$ cat config.mk
export PLATFORM = sky130hd
export DESIGN_NAME = blk_dma_ctrl
export DESIGN_NICKNAME = d
export VERILOG_FILES = /design/src/rtl/dma_pkg.sv /design/src/rtl/dma_fifo.sv /design/src/rtl/dma_intake.sv /design/src/rtl/dma_writer.sv /design/src/rtl/blk_dma_ctrl.sv
export SDC_FILE = /design/constraint.sdc
export NUM_CORES = 1
export LEC_CHECK = 0
export ABC_AREA = 1
export BUFFER_PORTS_ARGS = -buffer_cell sky130_fd_sc_hd__buf_4
export CAP_MARGIN = 25
export CORE_ASPECT_RATIO = 0.8
export CORE_UTILIZATION = 51
export CTS_BUF_LIST = sky130_fd_sc_hd__clkbuf_8 sky130_fd_sc_hd__clkbuf_16
export CTS_CLUSTER_SIZE = 30
export DETAILED_ROUTE_END_ITERATION = 8
export GPL_TIMING_DRIVEN = 0
export PLACE_DENSITY = 0.76
export SYNTH_ARGS = -nofsm -noshare
export SYNTH_HDL_FRONTEND = slang
export SYNTH_SLANG_ARGS = --single-unit
$ cat constraint.sdc
create_clock -name clk -period 2.4 [get_ports clk]
set_clock_uncertainty 0.15 [all_clocks]
set_input_delay 0.12 -clock clk [delete_from_list [all_inputs] [get_ports clk]]
set_output_delay 0.12 -clock clk [all_outputs]
set_load 0.02 [all_outputs]
$ cat src/rtl/dma_pkg.sv
package dma_pkg;
  typedef enum logic {PH_IDLE = 1'b0, PH_RUN = 1'b1} phase_t;
endpackage

$ cat src/rtl/dma_fifo.sv
module dma_fifo #(
  parameter int DATA_W = 16,
  parameter int AW     = 2
) (
  input  logic              clk,
  input  logic              rst,
  input  logic              push,
  input  logic [DATA_W-1:0] push_data,
  input  logic              pop,
  output logic [DATA_W-1:0] head,
  output logic              full,
  output logic              empty
);
  localparam int DEPTH = 1 << AW;

  logic [DATA_W-1:0] store [DEPTH];
  logic [AW-1:0]     wp, rp;
  logic [AW:0]       fill;

  always_ff @(posedge clk) begin
    if (push) store[wp] <= push_data;
  end

  always_ff @(posedge clk) begin
    if (rst) begin
      wp   <= '0;
      rp   <= '0;
      fill <= '0;
    end else begin
      if (push) wp <= wp + 1'b1;
      if (pop)  rp <= rp + 1'b1;
      case ({push, pop})
        2'b10:   fill <= fill + 1'b1;
        2'b01:   fill <= fill - 1'b1;
        default: fill <= fill;
      endcase
    end
  end

  assign head  = store[rp];
  assign full  = (fill == (AW+1)'(DEPTH));
  assign empty = (fill == '0);
endmodule

$ cat src/rtl/dma_intake.sv
module dma_intake #(
  parameter int CNT_W = 10
) (
  input  logic             clk,
  input  logic             rst,
  input  logic             load,
  input  logic [CNT_W-1:0] load_count,
  input  logic             active,
  input  logic             fifo_full,
  input  logic             dev_valid,
  output logic             dev_ready,
  output logic             push
);
  logic [CNT_W-1:0] left;

  always_ff @(posedge clk) begin
    if (rst)       left <= '0;
    else if (load) left <= load_count;
    else if (push) left <= left - 1'b1;
  end

  assign dev_ready = active && !fifo_full && (left != '0);
  assign push      = dev_ready && dev_valid;
endmodule

$ cat src/rtl/dma_writer.sv
module dma_writer #(
  parameter int ADDR_W = 16,
  parameter int CNT_W  = 10
) (
  input  logic              clk,
  input  logic              rst,
  input  logic              load,
  input  logic [ADDR_W-1:0] load_addr,
  input  logic [CNT_W-1:0]  load_count,
  input  logic              active,
  input  logic              fifo_empty,
  input  logic              bus_gnt,
  output logic              bus_req,
  output logic              wr_en,
  output logic [ADDR_W-1:0] wr_addr,
  output logic              last_wr,
  output logic              done
);
  logic [CNT_W-1:0] left;

  assign wr_en   = bus_req && bus_gnt;
  assign last_wr = wr_en && (left == CNT_W'(1));

  always_ff @(posedge clk) begin
    if (rst) begin
      left    <= '0;
      wr_addr <= '0;
      bus_req <= 1'b0;
      done    <= 1'b0;
    end else begin
      done <= last_wr;
      if (load) begin
        left    <= load_count;
        wr_addr <= load_addr;
        bus_req <= 1'b0;
      end else if (wr_en) begin
        left    <= left - 1'b1;
        wr_addr <= wr_addr + 1'b1;
        bus_req <= 1'b0;
      end else begin
        bus_req <= active && !fifo_empty;
      end
    end
  end
endmodule

$ cat src/rtl/blk_dma_ctrl.sv
module blk_dma_ctrl #(
  parameter int ADDR_W  = 16,
  parameter int DATA_W  = 16,
  parameter int CNT_W   = 10,
  parameter int FIFO_AW = 2
) (
  input  logic              clk,
  input  logic              rst,
  input  logic              cfg_start,
  input  logic [ADDR_W-1:0] cfg_addr,
  input  logic [CNT_W-1:0]  cfg_count,
  output logic              cfg_ack,
  output logic              busy,
  input  logic              dev_valid,
  input  logic [DATA_W-1:0] dev_data,
  output logic              dev_ready,
  output logic              bus_req,
  input  logic              bus_gnt,
  output logic              mem_we,
  output logic [ADDR_W-1:0] mem_addr,
  output logic [DATA_W-1:0] mem_wdata,
  output logic              done
);
  import dma_pkg::*;

  phase_t phase;
  logic   start_ok, push, fifo_full, fifo_empty, last_wr;

  assign busy     = (phase == PH_RUN);
  assign start_ok = cfg_start && !busy && (cfg_count != '0);

  always_ff @(posedge clk) begin
    if (rst) begin
      phase   <= PH_IDLE;
      cfg_ack <= 1'b0;
    end else begin
      cfg_ack <= start_ok;
      if (start_ok)     phase <= PH_RUN;
      else if (last_wr) phase <= PH_IDLE;
    end
  end

  dma_intake #(.CNT_W(CNT_W)) u_intake (
    .clk(clk), .rst(rst), .load(start_ok), .load_count(cfg_count),
    .active(busy), .fifo_full(fifo_full), .dev_valid(dev_valid),
    .dev_ready(dev_ready), .push(push)
  );

  dma_fifo #(.DATA_W(DATA_W), .AW(FIFO_AW)) u_fifo (
    .clk(clk), .rst(rst), .push(push), .push_data(dev_data),
    .pop(mem_we), .head(mem_wdata), .full(fifo_full), .empty(fifo_empty)
  );

  dma_writer #(.ADDR_W(ADDR_W), .CNT_W(CNT_W)) u_writer (
    .clk(clk), .rst(rst), .load(start_ok), .load_addr(cfg_addr),
    .load_count(cfg_count), .active(busy), .fifo_empty(fifo_empty),
    .bus_gnt(bus_gnt), .bus_req(bus_req), .wr_en(mem_we),
    .wr_addr(mem_addr), .last_wr(last_wr), .done(done)
  );
endmodule

==> qor.csv, run 1 <==
metric,value,unit
switching power,1.49,mW
DIE AREA,0.0109,sq mm
clock power share,45.7,%
CTS buffer count,17,
Die W,116,um
Pint,4.24,mW
"Core Util, Final",73.6,%
final worst slack,-2.32,ps
core footprint,0.00989,sq mm
worst reg2reg startpoint,u_intake.left[0],
number of cells in the finished layout apart from fillers,937,
yosys warns,0,
Initial Utilization,53.9,%
hold path depth,5,
Worst Hold Path EP,u_writer.left[0],
Clock Latency Late Sink,410,ps
Die H,93.4,um
Buffers on Ports,83,
Slew @ Worst Pin,681,ps
DRC viols,0,
CP Capture Type,flip-flop,
Reg-to-Reg End,u_fifo.fill[2],
# clock sinks,113,
ant diodes,0,
Critical Path RT,2540,ps
Post-DRT Antenna Nets,0,
final net count,845,
CP Max Fanout,7,
Final Cell Area,0.00728,sq mm
R2R Setup Slk,-2,ps
worst hold start,cfg_count[0],
share of cells above drive strength 1,18.1,%
CTS tree,yes,
sequential area share after synthesis,54.5,%
mapped cell area,0.00533,sq mm
vias in the first global route,4614,
critical path arrival,2540,ps
post-synthesis register bit count,113,
Post-Route WL,14600,um
Max Freq,416,MHz
final hold slack,51.7,ps
Worst slew margin,54.6,%
switching portion of total power,26.0,%
worst r2r path cells,14,
DRT iter0 DRCs,342,
outcome,finished with violations,
Wirelength per Cell,15.6,um
row count,32,
initial antenna violation count,0,
global-route wire length before repair,23000,um
hpwl dp,9380,um
router iterations before antenna repair,5,
gr ovfl total,0,
total number of vias,5017,
synth unique cells,28,
Static Leak,3.01,nW
all-layer global routing usage,28.7,%
Mapped Avg Cell Area,8.30,sq um
Vias per Instance,5.35,
"Hold Vio Cnt, Final",0,
"Net Count, Synth",699,
PD cells,786,mW/mm^2
combinational cell fraction of total power,15.3,%
Post-DP Area,0.00614,sq mm
Sequential Power Share,39.0,%
Worst-path clk slew,60,ps
minimum clock period after layout,2400,ps
Crit Path Class,reg2reg,
max capacitance violation total,0,
H-tree level count,4,
largest net degree at the start of global routing,17,
"Setup violations, final",1,
critical path startpoint category,flip-flop,
crit share post-route,100,%
root buf cell,clkbuf_16,
total I/O pin count,85,
fin. max-slew vios,0,
Max clock buf depth,2,
synthesized instance count,642,
failing checks,setup timing,
RePlAce Congestion,0.886,
Inst Count DP,861,
Hold Crit Class,in2reg,
"Area growth, synth to finish",36.7,%
worst vdd ir,0.820,mV
-- metal layers --
layer	vias to the layer above	GRT usage (%)	share of wire, %
met3	20	7.00	6.6
met5	-	0	0
li1	2431	-	-
met4	0	9.83	1.4
met2	196	45.5	48
met1	2370	38.5	44
-- cell type report --
cell class | count | area (sq um)
Timing Repair Buffer | 129 | 1070
Buffer | 24 | 119
Multi-Input combinational cell | 445 | 2180
Fill cell | 747 | 2610
Sequential cell | 113 | 2900
Tap cell | 136 | 170
Inverter | 58 | 218
Clock inverter | 15 | 191
Clock buffer | 17 | 425
-- registers in the layout (all words and copies together), names as in the netlist, named ones only --
name / flops
busy: 1
u_fifo.fill: 3
u_fifo.rp: 2
u_writer.bus_req: 1
u_fifo.store: 64
u_writer.wr_addr: 16
u_writer.done: 1
cfg_ack: 1
u_intake.left: 10
u_writer.left: 10
u_fifo.wp: 2
-- Yosys cell counts --
cell type / count / area [sq um]
inv_2: 1 / 3.75
nand2_2: 1 / 6.26
buf_6: 1 / 11.3
a21oi_1: 28 / 140
edfxtp_1: 64 / 1920
fa_1: 1 / 20.0
nor3_1: 3 / 15.0
o21bai_1: 1 / 7.51
nor2_2: 1 / 6.26
o22ai_1: 16 / 100
o21a_1: 1 / 7.51
clkbuf_1: 17 / 63.8
buf_2: 8 / 40.0
inv_1: 57 / 214
nand4_1: 3 / 18.8
nand3_1: 54 / 270
and3_1: 1 / 6.26
nor2_1: 136 / 510
nand3b_1: 2 / 15.0
dfxtp_1: 49 / 981
o21ai_0: 61 / 305
o21ai_1: 3 / 15.0
xor2_1: 9 / 78.8
nand2_1: 110 / 413
nor3b_1: 1 / 7.51
ha_1: 9 / 113
xnor2_1: 3 / 26.3
o21ai_2: 1 / 8.76
-- cell families after synthesis --
logic type,synth area share (%)
simple gates,23.8
flops,54.5
compound gates,11.0
buf+inv,6.25
xor+xnor,1.97
fa+ha+maj,2.49
-- worst max path at each step --
stage / startpoint / end / slack (ps) / cells after the start
global placement: u_intake.left[0] / u_fifo.store[0][6] / -630 / 8
CTS: u_intake.left[0] / u_fifo.fill[2] / -8 / 14
global route: u_intake.left[0] / u_fifo.fill[2] / -100 / 14
floorplan: u_intake.left[0] / u_fifo.fill[2] / 10 / 14
detailed placement: u_intake.left[0] / u_fifo.fill[2] / -290 / 14
finish: u_intake.left[0] / u_fifo.fill[2] / -2 / 14
-- cell usage in the layout (no fill, tap or decap), types with 4 or more instances in the layout --
cell type,netlist,layout
clkinvlp_4,0,5
clkbuf_16,0,17
xor2_1,9,9
edfxtp_1,64,64
ha_1,9,7
nor2_4,0,5
dlygate4sd3_1,0,40
nand2_1,110,109
nand3_1,54,52
buf_4,0,90
inv_1,57,55
a21oi_1,28,27
inv_2,1,4
buf_2,8,5
o21ai_1,3,5
o21ai_0,61,59
clkbuf_1,17,16
bufinv_16,0,4
dfxtp_1,49,48
nor2_1,136,132
o22ai_1,16,16
-- power groups by stage --
stage	combinational [mW]	sequential, mW	clock [mW]
after floorplan	0.454	2.27	0
after global placement	0.718	2.26	0
after detailed placement	0.741	2.26	0
after CTS	0.838	2.23	2.63
after global routing	0.965	2.24	2.73
final	0.878	2.23	2.61
-- worst max-delay path, stage by stage, from the launching register on --
cell	delay, ps
dfxtp_2	330
inv_2	80
ha_4	140
nand2_2	80
nor2_4	110
nand3_2	120
nand3_4	100
buf_8	150
ha_4	130
inv_2	50
fa_2	380
a21oi_2	150
o21ai_1	100
o21ai_1	150
a21oi_1	60
-- stage by stage --
stage          setup WS [ps]  power, mW  setup TNS [ps]
2_1_floorplan           13.5       2.72               0
3_3_place_gp            -630       2.98          -39120
3_5_place_dp            -291       3.00          -14090
4_1_cts                -8.02       5.70            -111
5_1_grt                -95.8       5.94           -95.8
6_report               -2.32       5.72           -2.32
-- timing repair --
item | CTS | global route
resized for setup | 9 | 16
endpoints found under the hold margin | 93 | 0
hold buffers | 40 | 0
pin swaps | 3 | 5
setup endpoints to repair | 66 | 36
setup buffers | 6 | 0
Power figures use the tool's default switching activity.
==> inputs of run 2 (changes only) <==
--- a/config.mk
+++ b/config.mk
@@ -15,6 +15,7 @@
 export DETAILED_ROUTE_END_ITERATION = 8
 export GPL_TIMING_DRIVEN = 0
 export PLACE_DENSITY = 0.76
+export RECOVER_POWER = 100
 export SYNTH_ARGS = -nofsm -noshare
 export SYNTH_HDL_FRONTEND = slang
 export SYNTH_SLANG_ARGS = --single-unit
==> qor.csv, run 2 (synthesis results as in run 1) <==
metric,value,unit,change
ant diodes,0,,unchanged
root buf cell,clkbuf_16,,unchanged
PD cells,801,mW/mm^2,was 786 mW/mm^2
DRC viols,0,,unchanged
Slew @ Worst Pin,698,ps,was 681 ps
Crit Path Class,reg2reg,,unchanged
CTS tree,yes,,unchanged
max FFs per register,64,,unchanged
CTS buffer count,17,,unchanged
core footprint,0.00989,sq mm,unchanged
switching portion of total power,26.1,%,was 26.0%
Die W,116,um,unchanged
Die H,93.4,um,unchanged
hpwl dp,9380,um,unchanged
Reg area,0.00290,sq mm,unchanged
CP Max Fanout,7,,unchanged
number of cells in the finished layout apart from fillers,937,,unchanged
critical path startpoint category,flip-flop,,unchanged
worst vdd ir,0.820,mV,about the same
"commonest non-fill, non-tap cell in the layout",nor2_1,,unchanged
Worst slew margin,53.5,%,was 54.6%
Wirelength per Cell,15.5,um,was 15.6 um
final net count,845,,unchanged
Buffers on Ports,83,,unchanged
clock power share,46.1,%,was 45.7%
Sequential Power Share,39.3,%,was 39.0%
Hold Crit Class,in2reg,,unchanged
router iterations before antenna repair,5,,unchanged
largest net degree at the start of global routing,17,,unchanged
Multi-input gate area,0.00218,sq mm,unchanged
DIE AREA,0.0109,sq mm,unchanged
max capacitance violation total,0,,unchanged
"Hold Vio Cnt, Final",0,,unchanged
failing checks,setup timing,,unchanged
Initial Utilization,53.9,%,unchanged
Inst Count DP,861,,unchanged
most frequent cells in the layout,"nor2_1, nand2_1, edfxtp_1",,"was nor2_1, nand2_1, buf_4"
total power,5.67,mW,was 5.72 mW
critical path arrival,2540,ps,about the same
Clock Latency Late Sink,410,ps,about the same
row count,32,,unchanged
total I/O pin count,85,,unchanged
gr ovfl total,0,,unchanged
RePlAce Congestion,0.886,,unchanged
Post-DRT Antenna Nets,0,,unchanged
Vias per Instance,5.38,,was 5.35
share of cells above drive strength 1,12.2,%,was 18.1%
all-layer global routing usage,28.7,%,unchanged
Layout fillers,806,,was 747
# clock sinks,113,,unchanged
Worst-path clk slew,60,ps,about the same
Place WS,-291,ps,unchanged
vias in the first global route,4614,,unchanged
global-route wire length before repair,23000,um,unchanged
fin. max-slew vios,0,,unchanged
Max clock buf depth,2,,unchanged
total number of vias,5041,,was 5017
Post-Route WL,14600,um,about the same
Max Freq,416,MHz,about the same
crit share post-route,100,%,about the same
"Setup violations, final",1,,unchanged
CP Capture Type,flip-flop,,unchanged
Largest regs,"u_fifo.store x64, u_writer.wr_addr x16",,unchanged
H-tree level count,4,,unchanged
"Area growth, synth to finish",32.9,%,was 36.7%
switching power,1.48,mW,was 1.49 mW
initial antenna violation count,0,,unchanged
"Core Util, Final",71.6,%,was 73.6%
Pint,4.19,mW,was 4.24 mW
minimum clock period after layout,2400,ps,about the same
Critical Path RT,2540,ps,about the same
DRT iter0 DRCs,448,,was 342
Largest Register,u_fifo.store,,unchanged
outcome,finished with violations,,unchanged
combinational cell fraction of total power,14.6,%,was 15.3%
Static Leak,2.83,nW,was 3.01 nW
final worst slack,-3.15,ps,was -2.32 ps
==> run 2: cell types whose count changed in the layout (fill, tap and decap cells not counted), moves of 3 or more <==
cell,delta
buf_2,-3
clkbuf_2,+14
clkbuf_1,+46
buf_4,-56
==> run 2: area by class of cell <==
cell class	count	share of cell area, %
sequential	113	41.0
timing repair buffer	129	12.4
buffer	24	1.52
clock buffer	17	6.01
clock inverter	15	2.71
tap	136	2.40
multi-input combinational	445	30.9
inverter	58	3.08
==> run 2: power groups by stage <==
stage / Sequential, mW / Combinational [mW] / Clock, mW
after global placement: 2.26 / 0.718 / 0
final: 2.23 / 0.828 / 2.61
after floorplan: 2.27 / 0.454 / 0
after CTS: 2.23 / 0.838 / 2.63
after global routing: 2.24 / 0.914 / 2.73
after detailed placement: 2.26 / 0.741 / 0
==> run 2: routing by layer <==
metal  vias to the layer above  GRT usage [%]  share of wire (%)
met5                         -              0                  0
met4                         0           9.83                1.5
met3                        23           7.00                7.2
met2                       210           45.5                 48
met1                      2374           38.5                 43
li1                       2434              -                  -
==> run 2: stage by stage <==
step	instance area (sq um)	hold WS, ps	setup TNS [ps]
6_report	7080	48.4	-3.15
3_3_place_gp	6130	169	-39120
2_1_floorplan	5330	68.9	0
4_1_cts	7220	7.46	-111
3_5_place_dp	6140	176	-14090
5_1_grt	7080	47.9	-95.4
==> run 2: final timing paths <==
check        slack [ps]                to        startpoint  cells past startpoint
min reg2reg         320      u_fifo.rp[0]      u_fifo.rp[0]                      1
max                  -3    u_fifo.fill[2]  u_intake.left[0]                     14
max reg2reg          -3    u_fifo.fill[2]  u_intake.left[0]                     14
min                  50  u_writer.left[4]      cfg_count[4]                      5
==> run 2: worst max-delay path, cell delays in order, from the launching register on <==
cell and delay [ps]:
dfxtp_2 330, inv_2 80, ha_4 140, nand2_2 80, nor2_4 110, nand3_2 120
nand3_4 100, buf_8 150, ha_4 130, inv_2 50, fa_2 380, a21oi_2 150
o21ai_1 100, o21ai_1 150, a21oi_1 50
==> run 2: repair_timing <==
item,4_1_cts,5_1_grt
endpoints found under the hold margin,93,0
pin swaps,3,5
hold buffers,40,0
gates resized for setup,9,16
setup buffers,6,0
setup endpoints to repair,66,36
==> inputs of run 3 (changes only) <==
--- a/config.mk
+++ b/config.mk
@@ -8,14 +8,13 @@
 export ABC_AREA = 1
 export BUFFER_PORTS_ARGS = -buffer_cell sky130_fd_sc_hd__buf_4
 export CAP_MARGIN = 25
-export CORE_ASPECT_RATIO = 0.8
+export CORE_ASPECT_RATIO = 1.2
 export CORE_UTILIZATION = 51
 export CTS_BUF_LIST = sky130_fd_sc_hd__clkbuf_8 sky130_fd_sc_hd__clkbuf_16
 export CTS_CLUSTER_SIZE = 30
 export DETAILED_ROUTE_END_ITERATION = 8
 export GPL_TIMING_DRIVEN = 0
 export PLACE_DENSITY = 0.76
-export RECOVER_POWER = 100
 export SYNTH_ARGS = -nofsm -noshare
 export SYNTH_HDL_FRONTEND = slang
 export SYNTH_SLANG_ARGS = --single-unit
==> qor.csv, run 3 (synthesis results as in run 1) <==
metric,value,unit,change
outcome,completed,,was finished with violations
final net count,849,,was 845
crit-path max cell delay,460,ps,was 380 ps
gr ovfl total,0,,unchanged
Buffers on Ports,83,,unchanged
CP Max Fanout,10,,was 7
Post-Route WL,14100,um,was 14600 um
combinational cell fraction of total power,16.4,%,was 14.6%
"Area growth, synth to finish",34.1,%,was 32.9%
largest net degree at the start of global routing,17,,unchanged
DRC viols,0,,unchanged
row count,40,,was 32
Wirelength per Cell,15.1,um,was 15.5 um
all-layer global routing usage,27.4,%,was 28.7%
Initial Utilization,52.9,%,was 53.9%
Critical Path RT,2130,ps,was 2540 ps
Max clock buf depth,2,,unchanged
switching power,1.41,mW,was 1.48 mW
switching portion of total power,27.1,%,was 26.1%
Static Leak,2.97,nW,was 2.83 nW
worst-path cell chain,inv_1 > clkbuf_1 > o21ai_0 > o22ai_1 > buf_4,,was inv_2 > ha_4 > nand2_2 > nor2_4 > nand3_2 > nand3_4 > buf_8 > ha_4 > inv_2 > fa_2 > a21oi_2 > o21ai_1 > o21ai_1 > a21oi_1
hpwl dp,9310,um,was 9380 um
Crit Path Class,reg2out,,was reg2reg
vias in the first global route,5065,,was 4614
RePlAce Congestion,0.907,,was 0.886
global-route wire length before repair,22600,um,was 23000 um
ant diodes,0,,unchanged
H-tree level count,4,,unchanged
clock power share,40.7,%,was 46.1%
router iterations before antenna repair,5,,unchanged
critical path startpoint category,flip-flop,,unchanged
# clock sinks,113,,unchanged
"Setup violations, final",0,,was 1
"CP delay by family, top",buffers and inverters,,was adder cells
Worst slew margin,37.7,%,was 53.5%
initial antenna violation count,0,,unchanged
CTS tree,yes,,unchanged
Hold Crit Class,in2reg,,unchanged
Inst Count DP,851,,was 861
root buf cell,clkbuf_16,,unchanged
max capacitance violation total,0,,unchanged
total number of vias,5081,,was 5041
share of cells above drive strength 1,18.0,%,was 12.2%
total power,5.19,mW,was 5.67 mW
"commonest non-fill, non-tap cell in the layout",nor2_1,,unchanged
Largest Register,u_fifo.store,,unchanged
Largest regs,"u_fifo.store x64, u_writer.wr_addr x16",,unchanged
critical path arrival,2100,ps,was 2540 ps
core footprint,0.0101,sq mm,was 0.00989 sq mm
PD cells,727,mW/mm^2,was 801 mW/mm^2
total I/O pin count,85,,unchanged
Slew @ Worst Pin,933,ps,was 698 ps
crit share post-route,98.5,%,was 100%
CP Buf/Inv Count,3,,unchanged
Worst-path clk slew,50,ps,was 60 ps
DRT iter0 DRCs,261,,was 448
Max Freq,423,MHz,was 416 MHz
DIE AREA,0.0109,sq mm,about the same
Vias per Instance,5.46,,was 5.38
"Hold Vio Cnt, Final",0,,unchanged
Die H,114,um,was 93.4 um
CTS buffer count,17,,unchanged
number of cells in the finished layout apart from fillers,931,,was 937
CP max-delay cell,clkbuf_1,,was fa_2
CP Capture Type,output pin,,was flip-flop
max FFs per register,64,,unchanged
Die W,95.3,um,was 116 um
fin. max-slew vios,0,,unchanged
Clock Latency Late Sink,410,ps,about the same
most frequent cells in the layout,"nor2_1, nand2_1, buf_4",,"was nor2_1, nand2_1, edfxtp_1"
Sequential Power Share,42.9,%,was 39.3%
minimum clock period after layout,2370,ps,was 2400 ps
worst vdd ir,0.530,mV,was 0.820 mV
Pint,3.78,mW,was 4.19 mW
Post-DRT Antenna Nets,0,,unchanged
-- run 3: cell count changes in the layout (fill, tap and decap cells not counted), sizes merged --
cell / change
buf: +61
clkbuf: -59
dlygate4sd3: +2
clkinv: +4
bufinv: -4
-- run 3: what timing repair did --
action	4_1_cts	5_1_grt
hold buffers	42	0
endpoints found under the hold margin	96	0
endpoints found under the setup margin	66	50
buffers inserted	5	1
gates resized for setup	9	9
pin swaps	3	3
-- run 3: metrics by stage --
stage          setup TNS, ps  cell area [sq um]  hold WS, ps  util (%)  setup WS (ps)
2_1_floorplan              0               5330         68.9         -           13.5
3_3_place_gp          -38120               6110          165      60.8           -622
3_5_place_dp          -10180               6120          172      60.9           -292
4_1_cts                    0               7110         23.4      70.7           7.94
5_1_grt                -47.3               7140         77.4      71.0          -40.8
6_report                   0               7140         39.7      71.0           35.0
-- run 3: tightest hold or removal path, cell delays in order --
cell and delay (ps):
buf_4 110, nand3_1 150, nand2_1 70, nand2_1 50, a21oi_1 50
-- run 3: power groups by stage --
| stage | combinational [mW] | clock, mW | sequential [mW] |
|---|---|---|---|
| final | 0.851 | 2.11 | 2.23 |
| after global routing | 0.945 | 2.21 | 2.24 |
| after CTS | 0.831 | 2.12 | 2.22 |
| after detailed placement | 0.736 | 0 | 2.26 |
| after global placement | 0.714 | 0 | 2.26 |
| after floorplan | 0.454 | 0 | 2.27 |
-- run 3: final cells by class --
class | instances | area, sq um
fillers | 774 | 2920
flip-flops and latches | 113 | 2910
multi-input cells | 445 | 2140
repair buffers | 131 | 1090
clock buffers | 17 | 425
inverters | 58 | 218
well taps | 126 | 158
plain buffers | 26 | 123
clock inverters | 15 | 80.1
-- run 3: worst paths after layout --
check        cells after the start  slack, ps              from          endpoint
max                              5         30         flip-flop     mem_wdata[12]
min                              5         40      cfg_count[3]  u_intake.left[3]
max reg2reg                     14        100  u_intake.left[0]    u_fifo.fill[2]
min reg2reg                      1        340      u_fifo.rp[0]      u_fifo.rp[0]
-- run 3: routing by layer --
metal	wire length, um	vias to the layer above	track usage, %
li1	-	2439	-
met1	5450	2391	28.9
met2	7300	212	49.1
met3	889	39	5.27
met4	452	0	16.9
met5	0	-	0
